===== config.mk =====
export PLATFORM = sky130hd
export DESIGN_NAME = row_copy_seq
export DESIGN_NICKNAME = d
export VERILOG_FILES = /design/src/rtl/rcs_pkg.sv /design/src/rtl/rcs_req_check.sv /design/src/rtl/rcs_wait_timer.sv /design/src/rtl/rcs_sa_stepper.sv /design/src/rtl/row_copy_seq.sv
export SDC_FILE = /design/constraint.sdc
export NUM_CORES = 1
export LEC_CHECK = 0
export BUFFER_PORTS_ARGS = -buffer_cell sky130_fd_sc_hd__buf_2
export CORE_MARGIN = 2
export CORE_UTILIZATION = 40
export CTS_CLUSTER_SIZE = 14
export DETAILED_ROUTE_END_ITERATION = 6
export PLACE_DENSITY = 0.74
export SYNTH_ARGS = -nofsm -noshare
export SYNTH_HDL_FRONTEND = slang
export SYNTH_SLANG_ARGS = --single-unit
export TNS_END_PERCENT = 1

===== constraint.sdc =====
create_clock -name clk -period 2.97 [get_ports clk]
set_clock_uncertainty 0.05 [all_clocks]
set_input_delay 0.1485 -clock clk [delete_from_list [all_inputs] [get_ports clk]]
set_output_delay 0.1485 -clock clk [all_outputs]
set_load 0.005 [all_outputs]

===== src/rtl/rcs_pkg.sv =====
package rcs_pkg;

  typedef enum logic [1:0] {
    CMD_NOP  = 2'd0,
    CMD_ACT  = 2'd1,
    CMD_MOVE = 2'd2,
    CMD_PRE  = 2'd3
  } rcs_cmd_e;

  typedef enum logic [2:0] {
    ST_IDLE,
    ST_HOP_WAIT,
    ST_DST_WAIT,
    ST_PRE,
    ST_RP_WAIT
  } rcs_state_e;

  function automatic int rcs_max4(int a, int b, int c, int d);
    int m;
    m = a;
    if (b > m) m = b;
    if (c > m) m = c;
    if (d > m) m = d;
    return m;
  endfunction

endpackage


===== src/rtl/rcs_req_check.sv =====
module rcs_req_check #(
  parameter int BANK_W = 3,
  parameter int SA_W   = 4
) (
  input  logic [BANK_W-1:0] src_bank,
  input  logic [BANK_W-1:0] dst_bank,
  input  logic [SA_W-1:0]   src_sa,
  input  logic [SA_W-1:0]   dst_sa,
  output logic              legal
);
  // a copy must stay in one bank and must cross at least one subarray boundary
  function automatic logic is_legal(logic [BANK_W-1:0] sb, logic [BANK_W-1:0] db,
                                    logic [SA_W-1:0] ss, logic [SA_W-1:0] ds);
    return (sb == db) && (ss != ds);
  endfunction

  assign legal = is_legal(src_bank, dst_bank, src_sa, dst_sa);
endmodule


===== src/rtl/rcs_wait_timer.sv =====
module rcs_wait_timer #(
  parameter int CNT_W = 4
) (
  input  logic             clk,
  input  logic             rst_n,
  input  logic             load,
  input  logic [CNT_W-1:0] load_val,
  output logic             expired
);
  logic [CNT_W-1:0] cnt_q;

  always_ff @(posedge clk) begin
    if (!rst_n)             cnt_q <= '0;
    else if (load)          cnt_q <= load_val;
    else if (cnt_q != '0)   cnt_q <= cnt_q - 1'b1;
  end

  assign expired = (cnt_q == '0);
endmodule


===== src/rtl/rcs_sa_stepper.sv =====
module rcs_sa_stepper #(
  parameter int SA_W = 4
) (
  input  logic            clk,
  input  logic            rst_n,
  input  logic            load,
  input  logic [SA_W-1:0] load_cur,
  input  logic [SA_W-1:0] load_tgt,
  input  logic            step,
  output logic [SA_W-1:0] cur,
  output logic [SA_W-1:0] nxt,
  output logic            at_tgt
);
  logic [SA_W-1:0] cur_q, tgt_q;

  // one subarray toward the target: up when it lies above, down otherwise
  function automatic logic [SA_W-1:0] toward(logic [SA_W-1:0] c, logic [SA_W-1:0] t);
    if (t > c)      return c + 1'b1;
    else if (t < c) return c - 1'b1;
    else            return c;
  endfunction

  always_ff @(posedge clk) begin
    if (!rst_n) begin
      cur_q <= '0;
      tgt_q <= '0;
    end else if (load) begin
      cur_q <= load_cur;
      tgt_q <= load_tgt;
    end else if (step) begin
      cur_q <= toward(cur_q, tgt_q);
    end
  end

  assign cur    = cur_q;
  assign nxt    = toward(cur_q, tgt_q);
  assign at_tgt = (cur_q == tgt_q);
endmodule


===== src/rtl/row_copy_seq.sv =====
module row_copy_seq #(
  parameter int BANK_W    = 3,
  parameter int SA_W      = 4,
  parameter int ROW_W     = 9,
  parameter int T_ACT2MOV = 5,
  parameter int T_MOV     = 2,
  parameter int T_RAS     = 8,
  parameter int T_RP      = 3
) (
  input  logic              clk,
  input  logic              rst_n,
  input  logic              req_valid,
  output logic              req_ready,
  input  logic [BANK_W-1:0] req_src_bank,
  input  logic [SA_W-1:0]   req_src_sa,
  input  logic [ROW_W-1:0]  req_src_row,
  input  logic [BANK_W-1:0] req_dst_bank,
  input  logic [SA_W-1:0]   req_dst_sa,
  input  logic [ROW_W-1:0]  req_dst_row,
  output logic              busy,
  output logic              done,
  output logic              err,
  output logic              cmd_valid,
  output logic [1:0]        cmd_op,
  output logic [BANK_W-1:0] cmd_bank,
  output logic [SA_W-1:0]   cmd_sa,
  output logic [SA_W-1:0]   cmd_sa_to,
  output logic [ROW_W-1:0]  cmd_row
);
  import rcs_pkg::*;

  localparam int T_MAX = rcs_max4(T_ACT2MOV, T_MOV, T_RAS, T_RP);
  localparam int CNT_W = (T_MAX < 2) ? 1 : $clog2(T_MAX);
  localparam logic [CNT_W-1:0] LD_A2M = CNT_W'(T_ACT2MOV - 1);
  localparam logic [CNT_W-1:0] LD_MOV = CNT_W'(T_MOV - 1);
  localparam logic [CNT_W-1:0] LD_RAS = CNT_W'(T_RAS - 1);
  localparam logic [CNT_W-1:0] LD_RP  = CNT_W'(T_RP - 1);

  rcs_state_e        state_q, state_d;
  logic [BANK_W-1:0] bank_q;
  logic [SA_W-1:0]   src_sa_q;
  logic [ROW_W-1:0]  dst_row_q;

  // named internal events
  logic              req_legal, accept_ok, accept_bad, wait_over;
  logic              t_load;
  logic [CNT_W-1:0]  t_val;
  logic              s_load, s_step, s_at_tgt;
  logic [SA_W-1:0]   s_cur_in, s_tgt_in, s_cur, s_nxt;
  rcs_cmd_e          iss_op;
  logic [SA_W-1:0]   iss_sa, iss_to;
  logic [ROW_W-1:0]  iss_row;
  logic              iss_done;

  rcs_req_check #(.BANK_W(BANK_W), .SA_W(SA_W)) u_check (
    .src_bank (req_src_bank),
    .dst_bank (req_dst_bank),
    .src_sa   (req_src_sa),
    .dst_sa   (req_dst_sa),
    .legal    (req_legal)
  );

  rcs_wait_timer #(.CNT_W(CNT_W)) u_timer (
    .clk      (clk),
    .rst_n    (rst_n),
    .load     (t_load),
    .load_val (t_val),
    .expired  (wait_over)
  );

  rcs_sa_stepper #(.SA_W(SA_W)) u_step (
    .clk      (clk),
    .rst_n    (rst_n),
    .load     (s_load),
    .load_cur (s_cur_in),
    .load_tgt (s_tgt_in),
    .step     (s_step),
    .cur      (s_cur),
    .nxt      (s_nxt),
    .at_tgt   (s_at_tgt)
  );

  assign accept_ok  = (state_q == ST_IDLE) && req_valid && req_legal;
  assign accept_bad = (state_q == ST_IDLE) && req_valid && !req_legal;

  always_comb begin
    state_d  = state_q;
    t_load   = 1'b0;
    t_val    = '0;
    s_load   = 1'b0;
    s_cur_in = '0;
    s_tgt_in = '0;
    s_step   = 1'b0;
    iss_op   = CMD_NOP;
    iss_sa   = '0;
    iss_to   = '0;
    iss_row  = '0;
    iss_done = 1'b0;
    unique case (state_q)
      ST_IDLE: if (accept_ok) begin
        iss_op   = CMD_ACT;
        iss_sa   = req_src_sa;
        iss_row  = req_src_row;
        t_load   = 1'b1;
        t_val    = LD_A2M;
        s_load   = 1'b1;
        s_cur_in = req_src_sa;
        s_tgt_in = req_dst_sa;
        state_d  = ST_HOP_WAIT;
      end
      ST_HOP_WAIT: if (wait_over) begin
        t_load = 1'b1;
        if (s_at_tgt) begin
          // row has reached the destination buffer: write it into the cells
          iss_op   = CMD_ACT;
          iss_sa   = s_cur;
          iss_row  = dst_row_q;
          t_val    = LD_RAS;
          s_load   = 1'b1;
          s_cur_in = s_cur;
          s_tgt_in = src_sa_q;
          state_d  = ST_DST_WAIT;
        end else begin
          iss_op = CMD_MOVE;
          iss_sa = s_cur;
          iss_to = s_nxt;
          t_val  = LD_MOV;
          s_step = 1'b1;
        end
      end
      ST_DST_WAIT: if (wait_over) begin
        iss_op  = CMD_PRE;
        iss_sa  = s_cur;
        s_step  = 1'b1;
        state_d = ST_PRE;
      end
      ST_PRE: begin
        iss_op = CMD_PRE;
        iss_sa = s_cur;
        if (s_at_tgt) begin
          t_load  = 1'b1;
          t_val   = LD_RP;
          state_d = ST_RP_WAIT;
        end else begin
          s_step = 1'b1;
        end
      end
      ST_RP_WAIT: if (wait_over) begin
        iss_done = 1'b1;
        state_d  = ST_IDLE;
      end
      default: state_d = ST_IDLE;
    endcase
  end

  always_ff @(posedge clk) begin
    if (!rst_n) begin
      state_q   <= ST_IDLE;
      bank_q    <= '0;
      src_sa_q  <= '0;
      dst_row_q <= '0;
      cmd_valid <= 1'b0;
      cmd_op    <= CMD_NOP;
      cmd_sa    <= '0;
      cmd_sa_to <= '0;
      cmd_row   <= '0;
      done      <= 1'b0;
      err       <= 1'b0;
    end else begin
      state_q   <= state_d;
      cmd_valid <= (iss_op != CMD_NOP);
      cmd_op    <= iss_op;
      cmd_sa    <= iss_sa;
      cmd_sa_to <= iss_to;
      cmd_row   <= iss_row;
      done      <= iss_done;
      err       <= accept_bad;
      if (accept_ok) begin
        bank_q    <= req_src_bank;
        src_sa_q  <= req_src_sa;
        dst_row_q <= req_dst_row;
      end
    end
  end

  assign cmd_bank  = bank_q;
  assign busy      = (state_q != ST_IDLE);
  assign req_ready = (state_q == ST_IDLE);
endmodule


==> metrics, run 1 <==
status=finished, final reports clean; placed cells=slightly below 400; Min-Delay Path Class=in2reg; commonest non-fill, non-tap cell in the layout=buf_2; Total Power=about 1.8 mW; Port Buffers=about 60; Yosys top cell area share=42.38%; Final Hold Fails=0; synthesized area per cell=~9.3 um2; Synth Flop Type=dfxtp_1; Final setup viols=0; worst-margin pin slew=642.5 ps; vias=2059; die width=82.36 um; setup_tns=0 ps; antenna cells=0; IR drop worst, VDD=0.0002630 V; number of synthesized flops with an enable pin=0; grt ovf=0; post-cts sizing count=0; routed len/inst=13.57 um; FP Rows=28; LEAKAGE=1.198 nW; synth top area cells=dfxtp_1 42%, mux2i_1 5.7%, nor2b_1 4.3%; CP cell instances=inv_1 -> ha_1 -> and4_1 -> and3_1 -> nor2_4 -> o2111ai_1 -> a31oi_1; cts bufs inserted=5; starting density of the core=just over 40%; crit path capture type=flip-flop; Yosys top cell by area=dfxtp_1; GRT Util Overall=between 10% and 20%; worst path required time=3110 ps; largest buffer count on any clock path=2; Remaining DRCs=0; Max Clk Rate=425.0 MHz; post-route cell area=~2900 um2; slowest CP cell=and3_1; largest net degree at the start of global routing=34; Post-Layout Cell Count=400; First-pass DRT Iterations=4; Die Area=approximately 6800 um2; final period utilization=79.22%; WL final=5428 um; WP data arrival=2490 ps; delay-heaviest family, CP=simple AND/OR/NAND/NOR gates; Final WS setup=617.2 ps; layout cells sized above 1=roughly a quarter; Syn. warnings=0; H-tree level count=2; Mapped Area=approximately 2500 um2; clock sink count=52; CTS tree=built; Syn Inst Count=265; worst skew pair latency=around 300 ps; Worst path max stage delay=620 ps; Worst slew margin=57.17%; Die H=~82 um; post-DP HPWL=4041 um; unrepaired setup endpoints after global routing=no; Seq/Total Area, Yosys=42.38%; max_cap viols=0; nets=367; root buf cell=clkbuf_8; CP Class=reg2reg; Final Max Tran Viols=0; CP Launch Type=flip-flop; Via density=5.148; most frequent cells in the layout=61 x buf_2, 52 x dfxtp_1, 25 x nor2_1, 23 x nand2_1, 17 x nor2b_1; ys async rst share=0%; clock period minus worst slack=2353 ps; # fillers=555; Seq. cell area=1041 um2; core area=around 5900 um2; synth unique cells=49; Reg clk slew, reported paths=100 ps; Crit path buffers/inverters=1; initial antenna violation count=0; DP Area=2810 um2; Post-Syn Nets=308; post-place setup slack=658.2 ps; Ports=62; first-pass GRT wire length=8576 um; area added between synthesis and finish=18.03%; vias in the first global route=~1.8k; area taken by multi-input logic gates=1310 um2; Iteration-0 DRC Markers=85; Final Wtd Congestion=0.9382; DRT antenna net count=0; Critical Path Fanout Max=15; Seq cells post-synth=52; Power Density=around 620 nW/um2; number of setup buffers added after CTS=0; hold-fix buffer count after cts=0
## report_power, final
part | switching, mW | internal (mW) | total, mW | leakage [nW]
clock | 0.235 | 0.168 | 0.403 | 0.0414
sequential | 0.0411 | 0.747 | 0.788 | 0.421
combinational | 0.350 | 0.254 | 0.604 | 0.735
total | 0.626 | 1.17 | 1.80 | 1.20
## worst reg2reg max path, cell delays in order (launching register included)
cell	delay, ps
dfxtp_1	420
inv_1	130
ha_1	330
and4_1	340
and3_1	620
nor2_4	140
o2111ai_1	110
a31oi_1	100
## metal layers
layer / up-vias / part of all wire (%) / GRT usage [%]
met4: 0 / 2.2 / 7.333
li1: 1041 / - / -
met2: 52 / 50 / 26.61
met3: 11 / 5.5 / 3.804
met5: - / 0 / 0
met1: 955 / 42 / 21.68
## synthesized netlist by cell type, drive strengths merged, types with 6 or more instances
| cell | count |
|---|---|
| dfxtp | 52 |
| nor2 | 27 |
| nand2 | 24 |
| nor2b | 17 |
| a22oi | 14 |
| mux2i | 14 |
| a21oi | 12 |
| o21ai | 12 |
| a21boi | 10 |
| ha | 8 |
| inv | 8 |
| nand3 | 8 |
| clkbuf | 7 |
| buf | 6 |
## final cells by class
class	instances	area share [%]
Clock buffer	6	2.503
Clock inverter	2	0.5611
Timing Repair Buffer	65	11.57
Multi-Input combinational cell	192	45.19
Sequential cell	52	35.91
Inverter	8	1.036
Tap cell	75	3.237
## flip-flops by register name, summed over array words and instances, names as in the netlist
name           flops
u_timer.cnt_q      3
state_q            3
cmd_sa             4
cmd_valid          1
u_step.tgt_q       4
done               1
dst_row_q          9
cmd_sa_to          4
u_step.cur         4
cmd_row            9
cmd_op             2
src_sa_q           4
err                1
cmd_bank           3
## per-stage QoR
stage | hold WS [ps] | util [%]
2_1_floorplan | 247.9 | -
3_3_place_gp | 353.2 | 47.46
3_5_place_dp | 356.9 | 47.46
4_1_cts | 35.02 | 48.96
5_1_grt | 40.06 | 48.96
6_report | 39.41 | 48.96
## cells by family after synthesis
group | Yosys count | synth area share (%)
mux | 15 | 6.164
flops | 52 | 42.38
buf+inv | 21 | 4.279
compound gates | 63 | 17.32
xor+xnor | 10 | 3.566
simple gates | 96 | 22.21
fa+ha+maj | 8 | 4.076
## worst paths after layout
check                                    start                           end  slack [ps]  depth (start not counted)
setup / recovery    u_step.cur[2]$_SDFFE_PN0P_    u_step.cur[1]$_SDFFE_PN0P_         620                          7
hold / removal                  req_src_row[5]         cmd_row[5]$_SDFF_PN0_          40                          3
setup reg to reg    u_step.cur[2]$_SDFFE_PN0P_    u_step.cur[1]$_SDFFE_PN0P_         620                          7
hold reg to reg   u_step.tgt_q[0]$_SDFFE_PN0N_  u_step.tgt_q[0]$_SDFFE_PN0N_         420                          2
No activity file was read; power rests on OpenSTA's default activity.
==> run 2: changes to the inputs <==
ABC_AREA = 1   (was not set)
PLACE_DENSITY = 0.76   (was 0.74)
clock period = 2.15 ns   (was 2.97 ns; I/O delays follow)
==> metrics, run 2 <==
Min-Delay Path Class=in2reg; max_cap viols=0 (unchanged); post-route cell area=3161 um2 (+9.0%); synthesized area per cell=7.072 um2 (-24%); GRT Util Overall=17.87% (+1.1 points); CP Launch Type=flip-flop; post-DP HPWL=4383 um (+8.5%); unrepaired setup endpoints after global routing=yes; largest net degree at the start of global routing=29 (-15%); worst reg2reg path depth=12 (+5); met1 Use GR=22.01% (+0.33 points); IR drop worst, VDD=0.0006401 V (+140%); Power Density=1046 nW/um2 (+69%); CTS tree=built; First-pass DRT Iterations=5 (+1); Iteration-0 DRC Markers=181 (+110%); met2 usage=30.72% (+4.1 points); Critical Path Fanout Max=8 (-7); Max Clk Rate=491.2 MHz (+16%); worst path required time=2300 ps (-810 ps); vias in the first global route=2315 (+26%); combinational share of power=48.9% (+15 points); most frequent cells in the layout=108 x nand2_1, 61 x buf_2, 52 x dfxtp_1, 36 x inv_1, 35 x nor2_1; synth unique cells=29 (-41%); Post-Syn Nets=397 (+29%); Seq cells post-synth=52 (unchanged); cts bufs inserted=5 (unchanged); hold path depth=3 (unchanged); Yosys top cell area share=41.58% (-0.80 points); top-count cell post-synth=nand2_1; Final WS setup=114.0 ps (-503.2 ps); hold slack=3.492 ps (-35.91 ps); Final setup viols=0 (unchanged); Yosys top cell by area=dfxtp_1; Final Hold Fails=0 (unchanged); post-place setup slack=116.2 ps (-541.9 ps); Post-Layout Cell Count=512 (+28%); Die H=83.12 um (+0.92%); layout cells sized above 1=21.97% (-3.6 points); final period utilization=94.70% (+15 points); nets=479 (+31%); synth top area cells=dfxtp_1 42%, nand2_1 16%, a21oi_1 6.6%; part of the power in registers=33.8% (-10 points); worst skew pair latency=300 ps (about the same); grt ovf=0 (unchanged); root buf cell=clkbuf_8; placed cells=485 (+24%); DP Area=2879 um2 (+2.4%); Port Buffers=61 (unchanged); met3 Use GR=4.175% (+0.37 points); clock share of power=17.4% (-5.1 points); vias=2479 (+20%); status=finished, final reports clean; clock period minus worst slack=2036 ps (-316.8 ps); core area=5991 um2 (+1.2%); die width=83.12 um (+0.92%); antenna cells=0 (unchanged); Die Area=6908 um2 (+1.8%); number of synthesized flops with an enable pin=0 (unchanged); largest buffer count on any clock path=2 (unchanged); Synth Flop Type=dfxtp_1; CP Class=reg2reg; Seq/Total Area, Yosys=41.58% (-0.80 points); worst-margin pin slew=355.0 ps (-287.5 ps); Pint=1.925 mW (+65%); Sw Share=41.78% (+6.9 points); Syn Inst Count=354 (+34%); Ports=62 (unchanged); setup_tns=0 ps (unchanged); commonest non-fill, non-tap cell in the layout=nand2_1; Worst slew margin=76.31% (+19 points); area added between synthesis and finish=26.24%; Final Max Tran Viols=0 (unchanged); largest registers=cmd_row x9, dst_row_q x9; Remaining DRCs=0 (unchanged); Mapped Area=2504 um2 (+1.9%); ys async rst share=0% (unchanged); FP Rows=28 (unchanged); LEAKAGE=1.579 nW (+32%); clock sink count=52 (unchanged); DRT antenna net count=0 (unchanged); Syn. warnings=0 (unchanged); H-tree level count=2 (unchanged); WL final=5958 um (+9.8%); starting density of the core=41.79% (+0.31 points); initial antenna violation count=0 (unchanged); crit path capture type=flip-flop; WP data arrival=2190 ps (-300 ps); Via density=4.842 (-5.9%); routed len/inst=11.64 um (-14%); busiest grt layer=met2; Reg clk slew, reported paths=90 ps (about the same); top cells by count, synth=108 x nand2_1, 52 x dfxtp_1, 36 x inv_1; Switch Pwr=1.382 mW (+120%); first-pass GRT wire length=10280 um (+20%); Final Wtd Congestion=0.8849 (-5.7%)
[run 2: layout make-up]
type / instances / area (um2)
flip-flops and latches: 52 / 1041
well taps: 75 / 93.84
clock inverters: 1 / 7.507
inverters: 41 / 155.1
clock buffers: 7 / 86.33
fillers: 565 / 2830
multi-input cells: 250 / 1244
repair buffers: 86 / 533.0
[run 2: what timing repair did]
action | CTS | global route
setup buffers | 0 | 3
endpoints found under the hold margin | 16 | 0
gates resized for setup | 0 | 1
endpoints found under the setup margin | 0 | 7
hold buffers | 16 | 0
[run 2: path summary, 6_finish.rpt]
kind | start | end | slack (ps)
worst max register to register | u_step.cur[3]$_SDFFE_PN0P_ | u_step.cur[2]$_SDFFE_PN0P_ | 110
worst max-delay path | u_step.cur[3]$_SDFFE_PN0P_ | u_step.cur[2]$_SDFFE_PN0P_ | 110
worst min register to register | cmd_bank[2]$_SDFFE_PN0N_ | cmd_bank[2]$_SDFFE_PN0N_ | 420
worst min-delay path | req_dst_row[0] | dst_row_q[0]$_SDFFE_PN0N_ | 3
[run 2: critical path, stage by stage, from the launching register on]
cell and delay, ps:
dfxtp_1 380, inv_1 100, ha_1 340, nand2_1 140, inv_1 70, nand2_1 80, nand2_1 160, nand2_1 150
nor2_1 50, a21oi_1 200, nor2_1 60, nor2_1 110, nor2_1 50
[run 2: per-stage QoR]
| stage | utilization [%] | total power [mW] |
|---|---|---|
| global route | 52.76 | 3.600 |
| detailed placement | 48.06 | 2.601 |
| CTS | 52.30 | 3.191 |
| floorplan | - | 2.240 |
| global placement | 48.06 | 2.581 |
| finish | 52.76 | 3.307 |
[run 2: power by group through the flow]
stage	logic, mW	registers (mW)	clock network (mW)
after CTS	1.49	1.12	0.583
after global routing	1.84	1.13	0.630
final	1.62	1.12	0.575
after global placement	1.45	1.14	0
after floorplan	1.11	1.13	0
after detailed placement	1.46	1.14	0
[run 2: logic make-up after synthesis]
| kind of cell | count (synthesis) | synth area share, % |
|---|---|---|
| AO/OA/AOI/OAI | 57 | 12.64 |
| XOR/XNOR | 6 | 2.099 |
| adder cells (fa/ha/maj) | 8 | 3.998 |
| buffers and inverters | 52 | 8.945 |
| flip-flops | 52 | 41.58 |
| AND/OR/NAND/NOR | 179 | 30.73 |
[run 2: routing by layer]
layer	up-vias	wire length, um	share of wire, %
met5	-	0	0
met4	0	110	1.8
met3	8	357	6.0
met2	71	2954	50
met1	1119	2535	43
li1	1281	-	-
